**src/rtl/sched_pkg.sv**
```systemverilog
package sched_pkg;

    typedef enum logic [1:0] {
        ST_IDLE = 2'd0,
        ST_REQ  = 2'd1,
        ST_RUN  = 2'd2
    } sched_state_e;

    // Larger value means higher priority.
    typedef enum logic [1:0] {
        CL_EMU = 2'd0,
        CL_MK  = 2'd1,
        CL_HW  = 2'd2
    } thread_class_e;

    function automatic thread_class_e class_of(input int unsigned tid,
                                               input int unsigned num_hw);
        if (tid < num_hw)
            return CL_HW;
        else if (tid == num_hw)
            return CL_MK;
        else
            return CL_EMU;
    endfunction

    // True when a thread of class cand may displace a running thread of class run.
    function automatic logic outranks(input thread_class_e cand,
                                      input thread_class_e run);
        return cand > run;
    endfunction

endpackage

```
**src/rtl/sched_semaphores.sv**
```systemverilog
module sched_semaphores #(
    parameter int NT     = 6,
    parameter int MK_IDX = 4
) (
    input  logic          clk_i,
    input  logic          rst_ni,
    input  logic [NT-1:0] set_i,
    input  logic          clr_valid_i,
    input  logic [NT-1:0] clr_mask_i,
    input  logic          int_en_i,
    output logic [NT-1:0] flags_o,
    output logic [NT-1:0] clr_result_o
);

    logic [NT-1:0] flags_q, flags_d;
    logic [NT-1:0] wake_vec;
    logic [NT-1:0] kill_vec;
    logic          int_en_q;
    logic          int_rise;

    assign int_rise = int_en_i & ~int_en_q;

    // Per-bit wake sources: external set, plus the enable edge on the microkernel bit.
    for (genvar b = 0; b < NT; b++) begin : g_wake
        if (b == MK_IDX) begin : g_mk
            assign wake_vec[b] = set_i[b] | int_rise;
        end else begin : g_other
            assign wake_vec[b] = set_i[b];
        end
    end

    always_comb begin
        kill_vec     = clr_valid_i ? clr_mask_i : '0;
        clr_result_o = flags_q & ~clr_mask_i;
        // Set wins over clear: the read-modify-write never drops a concurrent set.
        flags_d      = (flags_q & ~kill_vec) | wake_vec;
    end

    always_ff @(posedge clk_i) begin
        if (!rst_ni) begin
            flags_q  <= '0;
            int_en_q <= 1'b0;
        end else begin
            flags_q  <= flags_d;
            int_en_q <= int_en_i;
        end
    end

    assign flags_o = flags_q;

endmodule

```
**src/rtl/sched_select.sv**
```systemverilog
module sched_select #(
    parameter int NUM_HW  = 4,
    parameter int RR_INIT = 0,
    parameter int TID_W   = 3,
    parameter int HW_W    = 2
) (
    input  logic                clk_i,
    input  logic                rst_ni,
    input  logic [NUM_HW+1:0]   flags_i,
    input  logic                grant_hw_i,
    input  logic [HW_W-1:0]     grant_idx_i,
    output logic                next_valid_o,
    output logic [TID_W-1:0]    next_tid_o
);

    localparam int MK_ID  = NUM_HW;
    localparam int EMU_ID = NUM_HW + 1;

    logic [HW_W-1:0]  rr_q;
    logic             hw_hit;
    logic [HW_W-1:0]  hw_pick;
    logic             cand_valid;
    logic [TID_W-1:0] cand_tid;
    logic             next_valid_q;
    logic [TID_W-1:0] next_tid_q;

    // Rotating search over the hardware flags, starting at the pointer.
    always_comb begin
        hw_hit  = 1'b0;
        hw_pick = '0;
        for (int off = 0; off < NUM_HW; off++) begin
            int idx;
            idx = int'(rr_q) + off;
            if (idx >= NUM_HW)
                idx = idx - NUM_HW;
            if (!hw_hit && flags_i[idx]) begin
                hw_hit  = 1'b1;
                hw_pick = HW_W'(idx);
            end
        end
    end

    // Class priority: hardware, then microkernel, then emulated code.
    always_comb begin
        cand_valid = 1'b1;
        if (hw_hit)
            cand_tid = TID_W'(hw_pick);
        else if (flags_i[MK_ID])
            cand_tid = TID_W'(MK_ID);
        else if (flags_i[EMU_ID])
            cand_tid = TID_W'(EMU_ID);
        else begin
            cand_tid   = '0;
            cand_valid = 1'b0;
        end
    end

    always_ff @(posedge clk_i) begin
        if (!rst_ni) begin
            rr_q         <= HW_W'(RR_INIT);
            next_valid_q <= 1'b0;
            next_tid_q   <= '0;
        end else begin
            next_valid_q <= cand_valid;
            next_tid_q   <= cand_tid;
            if (grant_hw_i) begin
                if (int'(grant_idx_i) == NUM_HW - 1)
                    rr_q <= '0;
                else
                    rr_q <= grant_idx_i + HW_W'(1);
            end
        end
    end

    assign next_valid_o = next_valid_q;
    assign next_tid_o   = next_tid_q;

endmodule

```
**src/rtl/thread_scheduler.sv**
```systemverilog
module thread_scheduler #(
    parameter int NUM_HW  = 4,
    parameter int RR_INIT = 0,
    localparam int NT     = NUM_HW + 2,
    localparam int TID_W  = $clog2(NUM_HW + 2),
    localparam int HW_W   = (NUM_HW > 1) ? $clog2(NUM_HW) : 1
) (
    input  logic              clk_i,
    input  logic              rst_ni,
    input  logic              preempt_i,
    input  logic              yield_i,
    input  logic              int_en_i,
    input  logic [NT-1:0]     sem_set_i,
    input  logic              clr_valid_i,
    input  logic [NT-1:0]     clr_mask_i,
    output logic [NT-1:0]     clr_result_o,
    output logic [NT-1:0]     sem_flags_o,
    output logic              sched_req_o,
    output logic [TID_W-1:0]  sched_thread_o,
    input  logic              sched_ack_i,
    output logic              cur_valid_o,
    output logic [TID_W-1:0]  cur_thread_o
);
    import sched_pkg::*;

    sched_state_e     state_q, state_d;
    logic [TID_W-1:0] req_tid_q;
    logic [TID_W-1:0] cur_tid_q;
    logic [NT-1:0]    flags;
    logic             nxt_valid;
    logic [TID_W-1:0] nxt_tid;
    logic             nxt_live;
    logic             nxt_wins;
    logic             grant_hw;
    logic             load_req;

    sched_semaphores #(
        .NT     (NT),
        .MK_IDX (NUM_HW)
    ) u_sem (
        .clk_i        (clk_i),
        .rst_ni       (rst_ni),
        .set_i        (sem_set_i),
        .clr_valid_i  (clr_valid_i),
        .clr_mask_i   (clr_mask_i),
        .int_en_i     (int_en_i),
        .flags_o      (flags),
        .clr_result_o (clr_result_o)
    );

    sched_select #(
        .NUM_HW  (NUM_HW),
        .RR_INIT (RR_INIT),
        .TID_W   (TID_W),
        .HW_W    (HW_W)
    ) u_sel (
        .clk_i        (clk_i),
        .rst_ni       (rst_ni),
        .flags_i      (flags),
        .grant_hw_i   (grant_hw),
        .grant_idx_i  (HW_W'(req_tid_q)),
        .next_valid_o (nxt_valid),
        .next_tid_o   (nxt_tid)
    );

    // The registered candidate is used only if its flag is still set now.
    always_comb begin
        nxt_live = nxt_valid && flags[nxt_tid];
        nxt_wins = outranks(class_of(32'(nxt_tid), NUM_HW),
                            class_of(32'(cur_tid_q), NUM_HW));
        grant_hw = (state_q == ST_REQ) && sched_ack_i
                   && (32'(req_tid_q) < NUM_HW);
    end

    // Next-state logic.
    always_comb begin
        state_d = state_q;
        unique case (state_q)
            ST_IDLE: if (nxt_live) state_d = ST_REQ;          // launch
            ST_REQ:  if (sched_ack_i) state_d = ST_RUN;       // accept, else hold
            ST_RUN: begin
                if (yield_i)
                    state_d = ST_IDLE;                         // yield
                else if (preempt_i && nxt_live && nxt_wins)
                    state_d = ST_REQ;                          // preempt
            end
            default: state_d = ST_IDLE;
        endcase
        load_req = (state_d == ST_REQ) && (state_q != ST_REQ);
    end

    // State register and held thread ids.
    always_ff @(posedge clk_i) begin
        if (!rst_ni) begin
            state_q   <= ST_IDLE;
            req_tid_q <= '0;
            cur_tid_q <= '0;
        end else begin
            state_q <= state_d;
            if (load_req)
                req_tid_q <= nxt_tid;
            if ((state_q == ST_REQ) && sched_ack_i)
                cur_tid_q <= req_tid_q;
        end
    end

    // Outputs from the state.
    always_comb begin
        sched_req_o    = (state_q == ST_REQ);
        sched_thread_o = req_tid_q;
        cur_valid_o    = (state_q == ST_RUN);
        cur_thread_o   = cur_tid_q;
        sem_flags_o    = flags;
    end

endmodule

```
**config.mk**
```make
export PLATFORM = sky130hd
export DESIGN_NAME = thread_scheduler
export DESIGN_NICKNAME = d
export VERILOG_FILES = /design/src/rtl/sched_pkg.sv /design/src/rtl/sched_semaphores.sv /design/src/rtl/sched_select.sv /design/src/rtl/thread_scheduler.sv
export SDC_FILE = /design/constraint.sdc
export NUM_CORES = 1
export LEC_CHECK = 0
export BUFFER_PORTS_ARGS = -buffer_cell sky130_fd_sc_hd__clkbuf_2
export CAP_MARGIN = 20
export CORE_MARGIN = 2
export CORE_UTILIZATION = 40
export CTS_CLUSTER_DIAMETER = 100
export DETAILED_ROUTE_END_ITERATION = 7
export PLACE_DENSITY = 0.74
export SLEW_MARGIN = 5
export SYNTH_ARGS = -nofsm -noshare
export SYNTH_HDL_FRONTEND = slang
export SYNTH_SLANG_ARGS = --single-unit
export TNS_END_PERCENT = 10
```
**constraint.sdc**
```tcl
create_clock -name clk_i -period 4.3 [get_ports clk_i]
set_input_delay 0.215 -clock clk_i [delete_from_list [all_inputs] [get_ports clk_i]]
set_output_delay 0.215 -clock clk_i [all_outputs]
set_load 0.01 [all_outputs]
```
# After elaboration in Yosys (flattened, before gate mapping)
# Index checks and enable logic that the tools add are counted.
# totals
ff_bits	21
latch_bits	0
ram_bits	0
romBits	0
input_bits	19
output_inout_bits	20
memories	0
# op_classes
addsub	8
n_mul	0
div	0
n_lt_le_gt_ge	13
n_eq_ne	7
n_shift	0
mux	43
n_bitwise	9
reduce_logical	14
# op_table
op	count
< comparator 32 x 5 -> 1 bit, second input constant	4
two-way mux 32 bit	4
>= comparator 32 x 4 -> 1 bit, second input constant	3
subtractor 32 x 4 -> 32 bit, second input constant	3
two-way mux 2 bit	12
two-way mux 1 bit	18
binary-select mux 1 bit (select 3 bit)	5
AND 6 bit	2
inverter 6 bit	2
logical AND 1 bit	9
< comparator 3 bit, second input constant	3
adder 2 x 2 -> 3 bit, second input constant	2
equality test 2 x 1 -> 1 bit, second input constant	3
equality test 3 bit, second input constant	2
two-way mux 3 bit	2
two-way mux 6 bit	1
OR 6 bit	1
one-hot mux 2 bit (3 select lines)	1
< comparator 3 x 4 -> 1 bit, second input constant	1
subtractor 2 x 3 -> 4 bit, second input constant	1
adder 2 x 1 -> 3 bit, second input constant	1
>= comparator 2 x 3 -> 1 bit, second input constant	1
zero test 1 bit	3
adder 2 x 1 -> 2 bit, second input constant	1
other kinds (8)	9

# Depth between registers and ports, before layout
# Gate-level depths: netlist of run 1.
# logic_depth
word_depth	16
depth_mapped	7
depth_no_buf	7

# By module
# Synthesis of run 1 repeated with hierarchy kept, for this count alone.
# hier_totals
cells_unflattened	116
hier_area_um2	1077.3
# by_module_without_submodules
mod	n_inst	cells_each	area_per_inst_um2	seq_area_each_um2
thread_scheduler	1	57	481.7	160.2
sched_select	1	32	314.1	120.1
sched_semaphores	1	27	281.5	140.1

# Worst setup path after synthesis of run 1
# No wires, ideal clock.
# synth_path
kind	register -> register
start	reg u_sel.next_tid_q[2], in the netlist u_sel.next_tid_o[2]
end	reg req_tid_q[0], in the netlist sched_thread_o[0]
t_arrival_ns	1.910
required_ns	4.228
path_slack_ns	2.318
path_stages_with_launch	8
path_buffers	0
cell_sequence	dfxtp_1 > inv_1 > or3_2 > ha_1 > nand2_1 > o2111ai_1 > a221oi_4 > mux2i_1
# synth_between
elab_chain_len	10
# synth_lines
item	line	source
start, declared	sched_select.sv:25	logic [TID_W-1:0] next_tid_q;
start signal, assigned	sched_select.sv:65	next_tid_q <= cand_tid;
parallel branches: the longest is 7 deep, another holds < comparator 3 bit	-	
one-hot mux 2 bit (3 select lines) *	thread_scheduler.sv:78	unique case (state_q)
equality test 2 x 1 -> 1 bit *	thread_scheduler.sv:89	load_req = (state_d == ST_REQ) && (state_q != ST_REQ);
logical AND 1 bit *	thread_scheduler.sv:89	
end signal, assigned	thread_scheduler.sv:101	req_tid_q <= nxt_tid;
end, declared	thread_scheduler.sv:27	logic [TID_W-1:0] req_tid_q;
# Every way passes the cells marked *. The select of a mux whose other input is x is not followed.
# A chain may end at the register's enable or synchronous reset.

# Worst setup path after layout of run 1
# layout_path
start	reg u_sel.next_tid_q[2], in the netlist u_sel.next_tid_o[2]
end	reg req_tid_q[2], in the netlist sched_thread_o[2]
# layout_between
elab_chain_len	10
# layout_lines
item
parallel branches: the longest is 10 deep, another holds < comparator 3 bit
# Several ways; the timed one is not identified. The select of a mux whose other input is x is not followed.

==> run metrics, run 1 <==
Req. time, crit path between 4 and 5 ns; antenna violations before repair 0; Residual DRC 0; Yosys reg bits 21; final setup margin 2.143 ns; worst slew pin tran approximately 0.44 ns; CTS tree built; gr usage total 0.1571; die area between 3000 and 4000 um^2; sequential share of the synthesized area 0.3805; Final Hold Fails 0; CP Class reg2reg; largest net degree at the start of global routing 26; DR top layer met4; Hold/Removal Path Class in2reg; hold_buf cts 0; syn_nets about 150; DIE WIDTH ~57 um; final setup fails 0; grt ovf 0; Setup Buffers After CTS 0; routed via count just over 1000; Post-Synthesis Cells 125; worst-path fanout max 4; Worst-path clk slew between 0.1 and 0.15 ns; Max Fclk 463.5 MHz; CTS Buf Count 3; Ports 39; Final Skew 0.004658 ns; post-route cell area between 1000 and 1500 um^2; DR iter-0 viols 16; post-route setup TNS 0 ns; status complete, no violations; clock sinks 21; vias in the first global route 905; Final Max Tran Viols 0; period utilization 0.5017; mean post-synth cell area 8.838 um^2; RSZ-0062 raised after global routing no; max-cap viol count 0; Root Buffer Master clkbuf_4; GP Congestion 0.7345; Max IR drop VDD 0.1473 mV; layout net count around 190; Worst setup EP type flip-flop; diode count 0; Post-Synthesis Cell Area 1105 um^2; DRT Wirelength ~2400 um; CTS H-tree depth 1; placed cell areas 1316 um^2; min cycle time layout roughly 2.2 ns; Area growth syn-to-layout 21.86%; row count 19; post-cts sizing count 0; Core Footprint around 2700 um^2; cell leakage power 0.6230 nW; worst skew pair latency between 0.3 and 0.4 ns; CTS Buffer Depth 2; IO buf count 38; DP HPWL 1804 um; YS warnings 0; Cell Pwr Density 290.1 nW/um^2; Slew HR 0.7063; M1 WL 1106 um; first-pass GRT wire length 4008 um; Via density 5.206; routed len/inst 12.20 um; Setup crit start kind flip-flop; drt first pass iters 4; Setup WS pre-CTS 2.190 ns; library cells used by synthesis 34; share of cells above drive strength 1 0.2883; Arr. time, crit path about 2.4 ns; Initial Util 0.4113; Total Power 0.0003906 W; post-route ant nets 0; Vert. Die Dim 56.56 um; met2 WL post-DR around 1100 um; WHS approximately 0.11 ns; metal3 WL 120 um
## path summary, 6_finish.rpt
path | startpoint | endpoint | slack [ns] | depth (start not counted)
max | u_sel.next_tid_o[2] | sched_thread_o[2] | 2.14 | 7
min | int_en_i | u_sem.int_en_q | 0.11 | 2
max reg2reg | u_sel.next_tid_o[2] | sched_thread_o[2] | 2.14 | 7
min reg2reg | u_sel.rr_q[0] | u_sel.rr_q[0] | 0.50 | 2
## synth_stat cells, drive strengths merged
master / count / area [um^2]
a21boi: 3 / 22.52
nand4: 1 / 6.260
and2: 1 / 6.260
a21oi: 10 / 50.05
o211ai: 2 / 15.01
mux2: 1 / 11.26
inv: 5 / 18.77
mux2i: 8 / 80.08
o211a: 1 / 10.01
a221oi: 2 / 35.04
o21bai: 1 / 7.510
nor3b: 3 / 22.52
a41o: 1 / 10.01
nor2: 4 / 15.01
nand2: 18 / 67.56
nand3b: 2 / 15.01
o31a: 1 / 8.760
and3: 1 / 6.260
buf: 2 / 10.01
or4: 1 / 7.510
o32a: 2 / 32.53
o21ai: 6 / 30.03
nand2b: 2 / 12.51
ha: 3 / 37.54
clkbuf: 2 / 7.510
o2111ai: 1 / 8.760
dfxtp: 21 / 420.4
or3: 1 / 7.510
a21o: 2 / 16.27
nor2b: 17 / 106.4
## cells in the final DEF, fill, tap and decap left out, drive strengths merged, types with 3 or more instances in the layout
cell,synthesis,routed
ha,3,3
nor3b,3,3
inv,5,5
clkbuf,2,41
a21oi,10,10
nand2,18,18
nor2b,17,17
nor2,4,4
mux2i,8,8
dfxtp,21,21
o21ai,6,6
a21boi,3,3
## state kept, by name, indices dropped and copies added (netlist names)
name / flops
sched_thread_o: 3
state_q: 2
u_sem.flags_o: 6
u_sel.next_tid_o: 3
u_sel.rr_q: 2
cur_thread_o: 3
u_sem.int_en_q: 1
u_sel.next_valid_o: 1
## cell type report
class	instances	area (um^2)
Clock buffer	3	22.52
Clock inverter	1	7.507
Fill cell	263	1340
Inverter	5	18.77
Multi-Input combinational cell	95	648.1
Sequential cell	21	420.4
Tap cell	31	38.79
Timing Repair Buffer	38	190.2
## metal layers
| metal | vias up | GRT usage |
|---|---|---|
| li1 | 515 | - |
| met1 | 467 | 0.2009 |
| met2 | 26 | 0.2625 |
| met3 | 2 | 0.02304 |
| met4 | 0 | 0.06463 |
| met5 | - | 0 |
## worst max-delay path, stage by stage (launching register included)
cell	delay (ns)
dfxtp_1	0.39
inv_1	0.08
or3_2	0.47
ha_1	0.30
nand2_1	0.09
o2111ai_1	0.19
a221oi_4	0.35
mux2i_1	0.23
## per-stage QoR
stage / util / std cells
finish: 0.5012 / 194
global route: 0.5012 / 194
CTS: 0.5012 / 194
detailed placement: 0.4900 / 190
global placement: 0.4900 / 190
floorplan: - / 125
## power breakdown
part | internal (W) | switching (W)
clock | 0.0000354 | 0.0000654
combinational | 0.0000364 | 0.0000333
sequential | 0.000205 | 0.0000155
total | 0.000276 | 0.000114
## logic make-up (layout without fill, tap and decap cells)
logic type,count (synthesis),in the layout,share of synthesized area
and+or+nand+nor,51,51,0.2469
muxes,9,9,0.08267
buffers and inverters,9,47,0.03285
AOI/OAI and AO/OA,32,32,0.2231
adders and majority gates,3,3,0.03398
DFF,21,21,0.3805
(Power assumes the default switching activity.)
==> run 2: changes to the inputs <==
==> constraint.sdc (replaced) <==
create_clock -name clk_i -period 2 [get_ports clk_i]
set_input_delay 0.1 -clock clk_i [delete_from_list [all_inputs] [get_ports clk_i]]
set_output_delay 0.1 -clock clk_i [all_outputs]
set_load 0.01 [all_outputs]
==> run 2 against run 1 <==
Register-to-register slack got worse by 2.0 ns; combinational power rose by 150%; total power rose by 120%; core utilization rose by 3.4 points; maximum frequency rose by 17%; largest power group unchanged; highest routed layer unchanged.
==> run metrics, run 2 (synthesis gave the netlist of run 1 again) <==
Req. time, crit path 2.24 ns (was 4.55 ns); Max stage delay cell, worst path or3_4 (was or3_2); CP peak stage delay 0.39 ns (was 0.47 ns); DP HPWL 1814 um (was 1804 um); hold_buf cts 0 (unchanged); RSZ-0062 raised after global routing no (unchanged); gr usage total 0.1643 (was 0.1571); Final Hold Fails 0 (unchanged); final non-filler cell total 200 (was 194); Largest register FFs 6 (unchanged); cell leakage power 0.6744 nW (was 0.6230 nW); Worst-path clk slew 0.11 ns (was 0.13 ns); layout net count 192 (was 186); clock sinks 21 (unchanged); status complete, no violations (unchanged); final setup fails 0 (unchanged); diode count 0 (unchanged); post-route ant nets 0 (unchanged); drt first pass iters 4 (unchanged); DR iter-0 viols 18 (was 16); GP Congestion 0.7298 (was 0.7345); worst-path fanout max 3 (was 4); CP bufs+invs 1 (unchanged); grt ovf 0 (unchanged); vias in the first global route 920 (was 905); Core Footprint 2686 um^2 (unchanged); routed len/inst 12.42 um (was 12.20 um); most frequent cells in the layout clkbuf_2, dfxtp_1, nand2_1 (unchanged); row count 19 (unchanged); min cycle time layout 1.838 ns (was 2.157 ns); Initial Util 0.4113 (unchanged); Ports 39 (unchanged); CTS tree built (unchanged); Max Fclk 544.2 MHz (was 463.5 MHz); CTS Buf Count 3 (unchanged); Max IR drop VDD 0.3418 mV (was 0.1473 mV); Setup crit start kind flip-flop (unchanged); Area growth syn-to-layout 30.24% (was 21.86%); DRT Wirelength 2483 um (was 2367 um); Final Skew 0.001040 ns (was 0.004658 ns); Residual DRC 0 (unchanged); Via density 5.220 (was 5.206); CTS Buffer Depth 2 (unchanged); Worst setup EP type flip-flop (unchanged); period utilization 0.9189 (was 0.5017); Final Max Tran Viols 0 (unchanged); Vert. Die Dim 56.56 um (unchanged); worst skew pair latency 0.30 ns (was 0.31 ns); DP Cell Count 194 (was 190); first-pass GRT wire length 4091 um (was 4008 um); Hold/Removal Path Class in2reg (unchanged); post-route setup TNS 0 ns (unchanged); IO buf count 38 (unchanged); CP Class reg2reg (unchanged); Slew HR 0.7000 (was 0.7063); antenna violations before repair 0 (unchanged); Cell Pwr Density 586.1 nW/um^2 (was 290.1 nW/um^2); critical path depth in cells 7 (unchanged); die area 3198 um^2 (unchanged); Critical Path Sink sched_thread_o[2] (unchanged); delay-heaviest family, CP simple AND/OR/NAND/NOR gates (unchanged); routed via count 1044 (was 1010); worst reg2reg path depth 7 (unchanged); CTS H-tree depth 1 (unchanged); Arr. time, crit path 2.08 ns (was 2.41 ns); worst slew pin tran 0.4500 ns (was 0.4406 ns); final core occ 0.5356 (was 0.5012); largest net degree at the start of global routing 26 (unchanged); share of cells above drive strength 1 0.3491 (was 0.2883); r2r setup slk 0.16 ns (was 2.14 ns); RR Endpoint sched_thread_o[2] (unchanged); DIE WIDTH 56.56 um (unchanged); crit path cell chain inv_1, or3_4, ha_4, nor2b_4, o2111ai_4, a221oi_4, mux2i_1 (was inv_1, or3_2, ha_1, nand2_1, o2111ai_1, a221oi_4, mux2i_1); max-cap viol count 0 (unchanged); Total Power 0.0008433 W (was 0.0003906 W); Worst Setup SP u_sel.next_tid_o[2] (unchanged); commonest non-fill, non-tap cell in the layout clkbuf_2 (unchanged); Root Buffer Master clkbuf_4 (unchanged); RR Startpoint u_sel.next_tid_o[2] (unchanged)
-- run 2: changes by cell type in the layout (fill, tap and decap cells not counted), sizes merged --
cell / before / now
buf: 0 / 6
clkinv: 0 / 1
clkinvlp: 1 / 0
-- run 2: area by class of cell --
| cell class | count | area [um^2] |
|---|---|---|
| clock buffers | 3 | 22.52 |
| clock inverters | 1 | 5.005 |
| fillers | 248 | 1247 |
| inverters | 5 | 18.77 |
| multi-input cells | 95 | 696.9 |
| flip-flops and latches | 21 | 421.7 |
| well taps | 31 | 38.79 |
| repair buffers | 44 | 235.2 |
-- run 2: how the worst min path moves through the flow --
stage	startpoint	to	slack, ns	cells past startpoint
2_1_floorplan	int_en_i	u_sem.int_en_q	0.22	1
3_3_place_gp	int_en_i	u_sem.int_en_q	0.32	2
3_5_place_dp	int_en_i	u_sem.int_en_q	0.33	2
4_1_cts	int_en_i	u_sem.int_en_q	0.003	2
5_1_grt	int_en_i	u_sem.int_en_q	0.008	2
6_report	int_en_i	u_sem.int_en_q	0.01	2
-- run 2: layer usage --
metal / up-vias / wire length, um / global-route usage / share of wire
li1: 535 / - / - / -
met3: 4 / 121 / 0.02995 / 0.049
met5: - / 0 / 0 / 0
met1: 477 / 1096 / 0.2037 / 0.44
met2: 28 / 1211 / 0.2658 / 0.49
met4: 0 / 54 / 0.09184 / 0.022
-- run 2: where the power goes --
group          leakage, nW  total, W  switching [W]  internal [W]
Combinational        0.484  0.000172      0.0000819     0.0000902
Sequential           0.173  0.000470      0.0000297      0.000440
Clock               0.0177  0.000202       0.000127     0.0000745
Total                0.674  0.000843       0.000239      0.000605
-- run 2: metrics by stage --
step           hold WS (ns)  area [um^2]  setup WS (ns)
4_1_cts            0.002764         1413       0.006964
6_report            0.01219         1439         0.1623
3_5_place_dp         0.3273         1346       -0.08676
2_1_floorplan        0.2217         1105        0.01808
3_3_place_gp         0.3201         1346        0.01745
5_1_grt            0.007758         1439        0.05476
-- run 2: what timing repair did --
item	CTS	global route
pin swaps	2	1
setup buffers	1	1
endpoints found under the setup margin	3	3
gates resized for setup	7	3
cloned	0	0
==> run 3: changes to the inputs <==
--- a/config.mk
+++ b/config.mk
@@ -5,13 +5,13 @@
 export SDC_FILE = /design/constraint.sdc
 export NUM_CORES = 1
 export LEC_CHECK = 0
-export BUFFER_PORTS_ARGS = -buffer_cell sky130_fd_sc_hd__clkbuf_2
 export CAP_MARGIN = 20
 export CORE_MARGIN = 2
 export CORE_UTILIZATION = 40
 export CTS_CLUSTER_DIAMETER = 100
 export DETAILED_ROUTE_END_ITERATION = 7
-export PLACE_DENSITY = 0.74
+export DONT_BUFFER_PORTS = 1
+export PLACE_DENSITY = 0.62
 export SLEW_MARGIN = 5
 export SYNTH_ARGS = -nofsm -noshare
 export SYNTH_HDL_FRONTEND = slang
==> run 3 against run 2 <==
Die area unchanged; sequential power decreased by 0.9%; count of clock-buffer cells in the layout increased by 1; sequential cell count unchanged; critical path type unchanged; critical endpoint is now sched_thread_o[1].
==> run metrics, run 3 (synthesis gave the netlist of run 1 again) <==
Largest register FFs 6 (unchanged); Max Fclk 530.4 MHz (was 544.2 MHz); vias in the first global route 1008 (was 920); drt first pass iters 4 (unchanged); Req. time, crit path 2.23 ns (was 2.24 ns); CTS Buf Count 3 (unchanged); routed via count 980 (was 1044); Initial Util 0.4113 (unchanged); DRT Wirelength 2657 um (was 2483 um); final setup fails 0 (unchanged); clock sinks 21 (unchanged); status complete, no violations (unchanged); DIE WIDTH 56.56 um (unchanged); row count 19 (unchanged); min cycle time layout 1.885 ns (was 1.838 ns); Final Skew 0.01305 ns (was 0.001040 ns); worst skew pair latency 0.31 ns (was 0.30 ns); Arr. time, crit path 2.11 ns (was 2.08 ns); post-route ant nets 0 (unchanged); placed cell areas 1186 um^2 (was 1346 um^2); most frequent cells in the layout dfxtp_1, nand2_1, nor2b_1 (was clkbuf_2, dfxtp_1, nand2_1); RSZ-0062 raised after global routing no (unchanged); worst slew pin tran 0.7196 ns (was 0.4500 ns); DR iter-0 viols 38 (was 18); Root Buffer Master clkbuf_4 (unchanged); grt ovf 0 (unchanged); IO buf count 0 (was 38); Total Power 0.0008391 W (was 0.0008433 W); cell leakage power 0.5708 nW (was 0.6744 nW); Comb pwr share 0.199 (was 0.204); Final Hold Fails 0 (unchanged); Setup crit start kind flip-flop (unchanged); Hold/Removal Path Class in2reg (unchanged); routed len/inst 15.01 um (was 12.42 um); largest net degree at the start of global routing 25 (was 26); Area growth syn-to-layout 25.59% (was 30.24%); post-route cell area 1388 um^2 (was 1439 um^2); Slew HR 0.5187 (was 0.7000); P_sw 0.0002331 W (was 0.0002386 W); Final Max Tran Viols 0 (unchanged); CTS H-tree depth 1 (unchanged); gr usage total 0.1852 (was 0.1643); HP Start clr_mask_i[4] (was int_en_i); diode count 0 (unchanged); Switching Fraction 0.2778 (was 0.2830); fillers 256 (was 248); CP Class reg2reg (unchanged); Max IR drop VDD 0.3555 mV (was 0.3418 mV); RR Startpoint u_sel.next_tid_o[2] (unchanged); GP Congestion 0.9171 (was 0.7298); CTS tree built (unchanged); Worst-path clk slew 0.12 ns (was 0.11 ns); Worst setup EP type flip-flop (unchanged); internal power 0.0006060 W (was 0.0006047 W); Via density 5.537 (was 5.220); share of cells above drive strength 1 0.1438 (was 0.3491); Worst Setup SP u_sel.next_tid_o[2] (unchanged); first-pass GRT wire length 4636 um (was 4091 um); layout net count 169 (was 192); commonest non-fill, non-tap cell in the layout dfxtp_1 (was clkbuf_2); WHS 0.01008 ns (was 0.01219 ns); antenna violations before repair 0 (unchanged); Clk pwr share 0.246 (was 0.239); Core Footprint 2686 um^2 (unchanged); period utilization 0.9426 (was 0.9189); max-cap viol count 0 (unchanged); Residual DRC 0 (unchanged); Vert. Die Dim 56.56 um (unchanged); Ports 39 (unchanged); CTS Buffer Depth 2 (unchanged); die area 3198 um^2 (unchanged); Cell Pwr Density 604.7 nW/um^2 (was 586.1 nW/um^2); DP HPWL 1757 um (was 1814 um); worst-path fanout max 3 (unchanged); sequential share of power 0.555 (was 0.557)
## run 3: cell types whose count changed in the layout (fill, tap and decap cells not counted), sizes merged
| cell | previous run | this run |
|---|---|---|
| buf | 6 | 8 |
| dlygate4sd3 | 0 | 13 |
| clkinv | 1 | 0 |
| clkbuf | 41 | 4 |
## run 3: worst max-delay path, stage by stage (launching register included)
cell and delay [ns]:
dfxtp_2 0.35, inv_1 0.04, or3_4 0.39, ha_4 0.25, nand2_2 0.09, o2111ai_4 0.11, a221oi_4 0.33, mux2i_1 0.24
## run 3: metrics by stage
stage | util | std cells | setup slack [ns] | setup TNS [ns]
finish | 0.5165 | 177 | 0.1148 | 0
global placement | 0.4415 | 160 | 0.01124 | 0
CTS | 0.5165 | 177 | 0.08625 | 0
floorplan | - | 125 | 0.01808 | 0
detailed placement | 0.4415 | 160 | -0.03077 | -0.04838
global route | 0.5165 | 177 | 0.01125 | 0
## run 3: worst paths after layout
kind	to	slack, ns	depth (start not counted)
max	sched_thread_o[1]	0.11	7
min	u_sem.flags_o[4]	0.01	3
max reg2reg	sched_thread_o[1]	0.11	7
min reg2reg	u_sel.rr_q[0]	0.50	2
## run 3: power groups by stage
stage	logic [W]	clock network (W)	registers (W)
2_1_floorplan	0.0000992	0	0.000475
5_1_grt	0.000184	0.000233	0.000470
4_1_cts	0.000165	0.000212	0.000465
6_report	0.000167	0.000207	0.000466
3_5_place_dp	0.000129	0	0.000475
3_3_place_gp	0.000127	0	0.000473
## run 3: area by class of cell
cell class,instances,area (um^2),share of cell area
multi-input combinational,95,691.9,0.4986
sequential,21,421.7,0.3039
timing repair buffer,21,190.2,0.1371
tap,31,38.79,0.02795
clock buffer,4,26.28,0.01894
inverter,5,18.77,0.01353
## run 3: metal layers
layer / GRT usage / wire length (um)
met1: 0.2163 / 1096
met2: 0.3306 / 1367
met3: 0.05991 / 165
met4: 0.03401 / 28
met5: 0 / 0
## run 3: repair_timing
| action | 4_1_cts | 5_1_grt |
|---|---|---|
| endpoints found under the hold margin | 21 | 0 |
| pin swaps | 3 | 1 |
| endpoints found under the setup margin | 3 | 1 |
| buffers inserted | 0 | 0 |
| hold buffers | 13 | 0 |
| gates resized for setup | 9 | 0 |
